===== src/rtl/crc16_pkg.sv =====
package crc16_pkg;
  typedef enum logic [2:0] {
    A_CTRL    = 3'd0,
    A_POLY_LO = 3'd1,
    A_POLY_HI = 3'd2,
    A_DATA    = 3'd3,
    A_RES_LO  = 3'd4,
    A_RES_HI  = 3'd5
  } reg_addr_e;

  typedef struct packed {
    logic flip;
    logic dma;
    logic inv;
    logic seed;
  } ctrl_t;
endpackage


===== src/rtl/crc16_regs.sv =====
module crc16_regs
  import crc16_pkg::*;
#(
  parameter int DW = 8,
  localparam int CW = 2 * DW
) (
  input  logic          clk,
  input  logic          rst,
  input  logic [2:0]    addr,
  input  logic          wr,
  input  logic [DW-1:0] wdata,
  input  logic          busy,
  output ctrl_t         ctrl,
  output logic [CW-1:0] poly,
  output logic          clr_fire,
  output logic          clr_seed,
  output logic          sw_byte_fire
);
  logic wr_ok;
  assign wr_ok        = wr && !busy;
  assign clr_fire     = wr_ok && (addr == A_CTRL) && wdata[1];
  assign clr_seed     = wdata[0];
  assign sw_byte_fire = wr_ok && (addr == A_DATA) && !ctrl.dma;

  always_ff @(posedge clk) begin
    if (rst) begin
      ctrl <= '0;
      poly <= '0;
    end else if (wr_ok) begin
      case (addr)
        A_CTRL: begin
          ctrl.seed <= wdata[0];
          ctrl.inv  <= wdata[2];
          ctrl.dma  <= wdata[3];
          ctrl.flip <= wdata[4];
        end
        A_POLY_LO: poly[DW-1:0]  <= wdata;
        A_POLY_HI: poly[CW-1:DW] <= wdata;
        default: ;
      endcase
    end
  end
endmodule


===== src/rtl/crc16_core.sv =====
module crc16_core #(
  parameter int DW = 8,
  parameter bit SERIAL = 1'b1,
  localparam int CW = 2 * DW,
  localparam int NW = $clog2(DW + 1)
) (
  input  logic          clk,
  input  logic          rst,
  input  logic [CW-1:0] poly,
  input  logic          clr,
  input  logic          seed,
  input  logic          byte_fire,
  input  logic [DW-1:0] byte_in,
  output logic [CW-1:0] rem,
  output logic          busy
);
  function automatic logic [CW-1:0] shift1(input logic [CW-1:0] r, input logic [CW-1:0] p);
    return r[CW-1] ? ((r << 1) ^ p) : (r << 1);
  endfunction

  logic [CW-1:0] base, loaded;
  assign base   = clr ? (seed ? {CW{1'b1}} : {CW{1'b0}}) : rem;
  assign loaded = base ^ {byte_in, {DW{1'b0}}};

  generate
    if (SERIAL) begin : g_serial
      logic [NW-1:0] cnt;
      always_ff @(posedge clk) begin
        if (rst) begin
          rem  <= '0;
          cnt  <= '0;
          busy <= 1'b0;
        end else if (byte_fire) begin
          rem  <= loaded;
          cnt  <= NW'(DW);
          busy <= 1'b1;
        end else if (clr) begin
          rem  <= base;
          cnt  <= '0;
          busy <= 1'b0;
        end else if (busy) begin
          rem <= shift1(rem, poly);
          cnt <= cnt - 1'b1;
          if (cnt == NW'(1)) busy <= 1'b0;
        end
      end
    end else begin : g_parallel
      logic [CW-1:0] folded;
      always_comb begin
        folded = loaded;
        for (int i = 0; i < DW; i++) folded = shift1(folded, poly);
      end
      assign busy = 1'b0;
      always_ff @(posedge clk) begin
        if (rst)            rem <= '0;
        else if (byte_fire) rem <= folded;
        else if (clr)       rem <= base;
      end
    end
  endgenerate
endmodule


===== src/rtl/crc16_rdmux.sv =====
module crc16_rdmux
  import crc16_pkg::*;
#(
  parameter int DW = 8,
  localparam int CW = 2 * DW
) (
  input  logic          clk,
  input  logic          rst,
  input  logic [2:0]    addr,
  input  logic [CW-1:0] rem,
  input  logic [CW-1:0] poly,
  input  ctrl_t         ctrl,
  input  logic          busy,
  output logic [DW-1:0] rdata
);
  logic [CW-1:0] rev, shown;
  always_comb begin
    for (int i = 0; i < CW; i++) rev[i] = rem[CW-1-i];
    shown = ctrl.flip ? rev : rem;
    if (ctrl.inv) shown = ~shown;
  end

  always_ff @(posedge clk) begin
    if (rst) rdata <= '0;
    else begin
      case (addr)
        A_CTRL:    rdata <= DW'({busy, 2'b00, ctrl.flip, ctrl.dma, ctrl.inv, 1'b0, ctrl.seed});
        A_POLY_LO: rdata <= poly[DW-1:0];
        A_POLY_HI: rdata <= poly[CW-1:DW];
        A_RES_LO:  rdata <= shown[DW-1:0];
        A_RES_HI:  rdata <= shown[CW-1:DW];
        default:   rdata <= '0;
      endcase
    end
  end
endmodule


===== src/rtl/crc16_prog.sv =====
module crc16_prog
  import crc16_pkg::*;
#(
  parameter int DW = 8,
  parameter bit SERIAL = 1'b1,
  localparam int CW = 2 * DW
) (
  input  logic          clk,
  input  logic          rst,
  input  logic [2:0]    reg_addr,
  input  logic          reg_wr,
  input  logic [DW-1:0] reg_wdata,
  output logic [DW-1:0] reg_rdata,
  output logic          reg_ready,
  input  logic          dma_valid,
  input  logic [DW-1:0] dma_data,
  output logic          dma_ready,
  output logic          busy
);
  ctrl_t         ctrl_q;
  logic [CW-1:0] poly_q, rem_q;
  logic          clr_fire, clr_seed, sw_byte_fire, byte_fire, dma_mode;
  logic [DW-1:0] byte_in;

  assign dma_mode  = ctrl_q.dma;
  assign reg_ready = !busy;
  assign dma_ready = dma_mode && !busy;
  assign byte_fire = dma_mode ? (dma_valid && dma_ready) : sw_byte_fire;
  assign byte_in   = dma_mode ? dma_data : reg_wdata;

  crc16_regs #(.DW(DW)) u_regs (
    .clk(clk), .rst(rst), .addr(reg_addr), .wr(reg_wr), .wdata(reg_wdata),
    .busy(busy), .ctrl(ctrl_q), .poly(poly_q), .clr_fire(clr_fire),
    .clr_seed(clr_seed), .sw_byte_fire(sw_byte_fire)
  );

  crc16_core #(.DW(DW), .SERIAL(SERIAL)) u_core (
    .clk(clk), .rst(rst), .poly(poly_q), .clr(clr_fire), .seed(clr_seed),
    .byte_fire(byte_fire), .byte_in(byte_in), .rem(rem_q), .busy(busy)
  );

  crc16_rdmux #(.DW(DW)) u_rd (
    .clk(clk), .rst(rst), .addr(reg_addr), .rem(rem_q), .poly(poly_q),
    .ctrl(ctrl_q), .busy(busy), .rdata(reg_rdata)
  );
endmodule


===== config.mk =====
export PLATFORM = sky130hd
export DESIGN_NAME = crc16_prog
export DESIGN_NICKNAME = d
export VERILOG_FILES = /design/src/rtl/crc16_pkg.sv /design/src/rtl/crc16_regs.sv /design/src/rtl/crc16_core.sv /design/src/rtl/crc16_rdmux.sv /design/src/rtl/crc16_prog.sv
export SDC_FILE = /design/constraint.sdc
export NUM_CORES = 1
export LEC_CHECK = 0
export BUFFER_PORTS_ARGS = -buffer_cell sky130_fd_sc_hd__buf_4
export CORE_UTILIZATION = 53
export CTS_CLUSTER_DIAMETER = 60
export DETAILED_ROUTE_END_ITERATION = 16
export MAX_ROUTING_LAYER = met4
export PLACE_DENSITY = 0.81
export SYNTH_ARGS = -nofsm -noshare
export SYNTH_HDL_FRONTEND = slang
export SYNTH_SLANG_ARGS = --single-unit

===== constraint.sdc =====
create_clock -name clk -period 1.8 [get_ports clk]
set_input_delay 0.09 -clock clk [delete_from_list [all_inputs] [get_ports clk]]
set_output_delay 0.09 -clock clk [all_outputs]
set_load 0.1 [all_outputs]

==> summary.txt <==
Outcome
  – Run status: complete, no violations

Critical path
  – RR Endpoint: u_core.rem[0]
  – Crit path max-delay cell type: dfxtp_1
  – Kind of critical path: flop to flop
  – CP Cell Sequence: and3b_1, a2bb2oi_1, and3_1, a211oi_1, o41ai_1
  – FF-to-FF Start: u_regs.ctrl[2]
  – Maximum fanout along the worst path: 4
  – Reg2Reg Setup Slack: 180 ps
  – Crit path DAT: 1830 ps
  – Buf+Inv Stages, Crit Path: 0
  – Req. time, crit path: 2010 ps
  – Worst Reg-to-Reg Cells: 5
  – Delay-heaviest family, CP: compound AO/OA/AOI/OAI gates
  – Startpoint Class: flop
  – Crit-path max cell delay: 390 ps
  – CP endpoint kind: flop

Clocking
  – CTS root buf: clkbuf_8
  – CTS tree: yes
  – Worst-path clk slew: 90 ps
  – Clock buffer depth: 2
  – CTS Buf Count: 5
  – Worst-Skew Late Latency: 300 ps
  – Total number of H-tree levels: 2
  – Post-CTS Hold Fix Bufs: 0
  – CTS Sinks: 49

Synth
  – Cell Area, Synth: 3070 sq um
  – Post-synthesis sequential area ratio: 31.9%
  – Synth warn: 0
  – Cell taking the most area after synthesis: dfxtp_1
  – Ranking of synthesized cells by area: dfxtp_1 (32%), mux2i_1 (8.8%), nand2_1 (7.9%), a21oi_1 (7.5%), xnor2_1 (6.6%)
  – Ys async rst share: 0%
  – Top cell type's share of synthesized area: 31.9%
  – Main synth FF type: dfxtp_1
  – Post-Synthesis Cells: 401
  – Most instantiated cells after synthesis: nand2_1 (65), dfxtp_1 (49), a21oi_1 (46)
  – Yosys reg bits: 49
  – Mean Syn Cell Area: 7.66 sq um
  – Post-synth EDFFs: 0
  – Synthesized Nets: 426
  – Cell with the most instances after synthesis: nand2_1
  – Synth unique cells: 45

GRT
  – GRT Overall Usage: 30.8%
  – First-pass GRT wire length: 14.1 mm
  – Antenna violations before repair: 0
  – Vias in the first global route: 2847
  – Largest net degree at the start of global routing: 40
  – Grt total ovfl: 0

Placement
  – Cell Area, Placed: 3490 sq um
  – Port bufs: 33
  – Gpl congestion: 0.983
  – Setup slack at placement: -8.91 ps
  – Post-DP HPWL: 6.39 mm

Power and ir drop
  – Total Power: 2.36 mW
  – Max VDD drop: 0.384 mV
  – Static leakage: 1.27 nW
  – Power Dens Cells: 655 nW/um^2

Die
  – Core area: 5540 sq um
  – Cell Rows: 27
  – Initial core utilization: 55.4%
  – Die area: 6100 sq um
  – Die width: 78.1 um
  – Die height: 78.1 um
  – Top Ports: 34

Drt
  – Drt total wl: 8.83 mm
  – DRT iter0 DRCs: 238
  – Routed wire per std cell: 17.5 um
  – DRT antenna net count: 0
  – # DRC: 0
  – Vias: 3033
  – Routed vias/inst: 5.99
  – Drt pass-1 iters: 4

Timing
  – Unrepaired setup endpoints after global routing: no
  – Final Cycle Share: 89.9%
  – Worst-margin pin slew: 418 ps
  – Worst clock skew: 2.74 ps
  – Final Hold Viols: 0
  – Setup TNS: 0 ps
  – Minimum clock period: 1620 ps
  – Final WS setup: 181 ps
  – Max-slew headroom at the worst pin: 72.1%
  – Max-slew violations: 0
  – Setup violations, final: 0
  – Fmax: 0.618 GHz

Job
  – Max capacitance violation total: 0

Layout
  – Final Cell Area: 3600 sq um
  – Util after Layout: 64.9%
  – Share of cells above drive strength 1: 19.1%
  – P&R area growth vs syn: 17.1%
  – Antenna cells: 0
  – Final nets: 459

Min path
  – Worst hold path depth: 3
  – Hold Path End: u_regs.poly[5]
  – Hold crit path type: input pin to flop
  – Worst hold path startpoint: reg_wdata[5]
## layout by cell type (no fill, tap or decap), types with 2 or more instances in the layout
cell       instances
nand2_1           65
buf_4             58
dfxtp_1           48
a21oi_1           46
mux2i_1           27
nand3_1           25
xnor2_1           23
nor2_1            21
o21ai_0           18
xor2_1            11
nor3_1             9
a211oi_1           9
mux2_2             7
inv_1              5
a2bb2oi_1          5
a31oi_1            5
clkbuf_8           5
o2bb2ai_1          4
a22oi_1            4
nor2_2             3
nand2b_1           3
o211ai_1           3
or3_1              2
nor2b_1            2
and3_1             2
ha_1               2
## worst min-delay path: cells and delay by family
family          cells  cell delay (ps)
buf+inv             1              120
compound gates      1               50
simple gates        1               60
## power breakdown
part	internal, mW	switching, mW	total [mW]
clock network	0.349	0.370	0.719
registers	1.12	0.0554	1.18
logic	0.188	0.274	0.461
total	1.66	0.699	2.36
## final cells by class
cell class,count,area (sq um)
Clock buffer,6,93.8
Clock inverter,1,5.00
Fill cell,488,1940
Inverter,6,26.3
Multi-Input combinational cell,314,1960
Sequential cell,49,985
Tap cell,72,90.1
Timing Repair Buffer,58,435
## layer usage
metal | global-route usage (%) | wire (um) | vias to the layer above
li1 | - | - | 1465
met1 | 38.5 | 3760 | 1412
met2 | 48.5 | 4150 | 128
met3 | 4.53 | 592 | 28
met4 | 15.4 | 329 | 0
met5 | - | 0 | -
## worst max-delay path by stage
stage | start | endpoint | slack [ps] | cells after the start
floorplan | u_core.busy | u_core.rem[0] | -60 | 5
global placement | reg_addr[2] | u_core.rem[15] | 50 | 6
detailed placement | reg_addr[2] | u_core.rem[4] | -9 | 6
CTS | u_core.busy | u_core.rem[11] | 80 | 5
global route | u_core.busy | u_core.rem[8] | 50 | 6
finish | u_regs.ctrl[2] | u_core.rem[0] | 180 | 5
## stage by stage
stage               cells  hold slack (ps)
floorplan             401              237
global placement      499              379
detailed placement    499              382
CTS                   506             58.3
global route          506             75.8
finish                506             64.0
## cell families after synthesis
| logic type | share of synthesized area (%) |
|---|---|
| buffers and inverters | 5.01 |
| multiplexers | 11.4 |
| XOR/XNOR | 9.69 |
| flip-flops | 31.9 |
| AND/OR/NAND/NOR | 20.5 |
| AO/OA/AOI/OAI | 20.7 |
| adder cells (fa/ha/maj) | 0.815 |
## sequential cells by signal, indices dropped and copies added (netlist names)
signal	cells
u_regs.poly	16
u_core.rem	16
u_rd.rdata	8
u_core.busy	1
u_regs.ctrl	4
u_core.g_serial.cnt	4
## timing repair
item                       CTS  global route
setup endpoints to repair    0             6
resized for setup            0             2
buffers inserted             0             0
hold endpoints to repair     0             0
No activity file was read; power rests on OpenSTA's default activity.
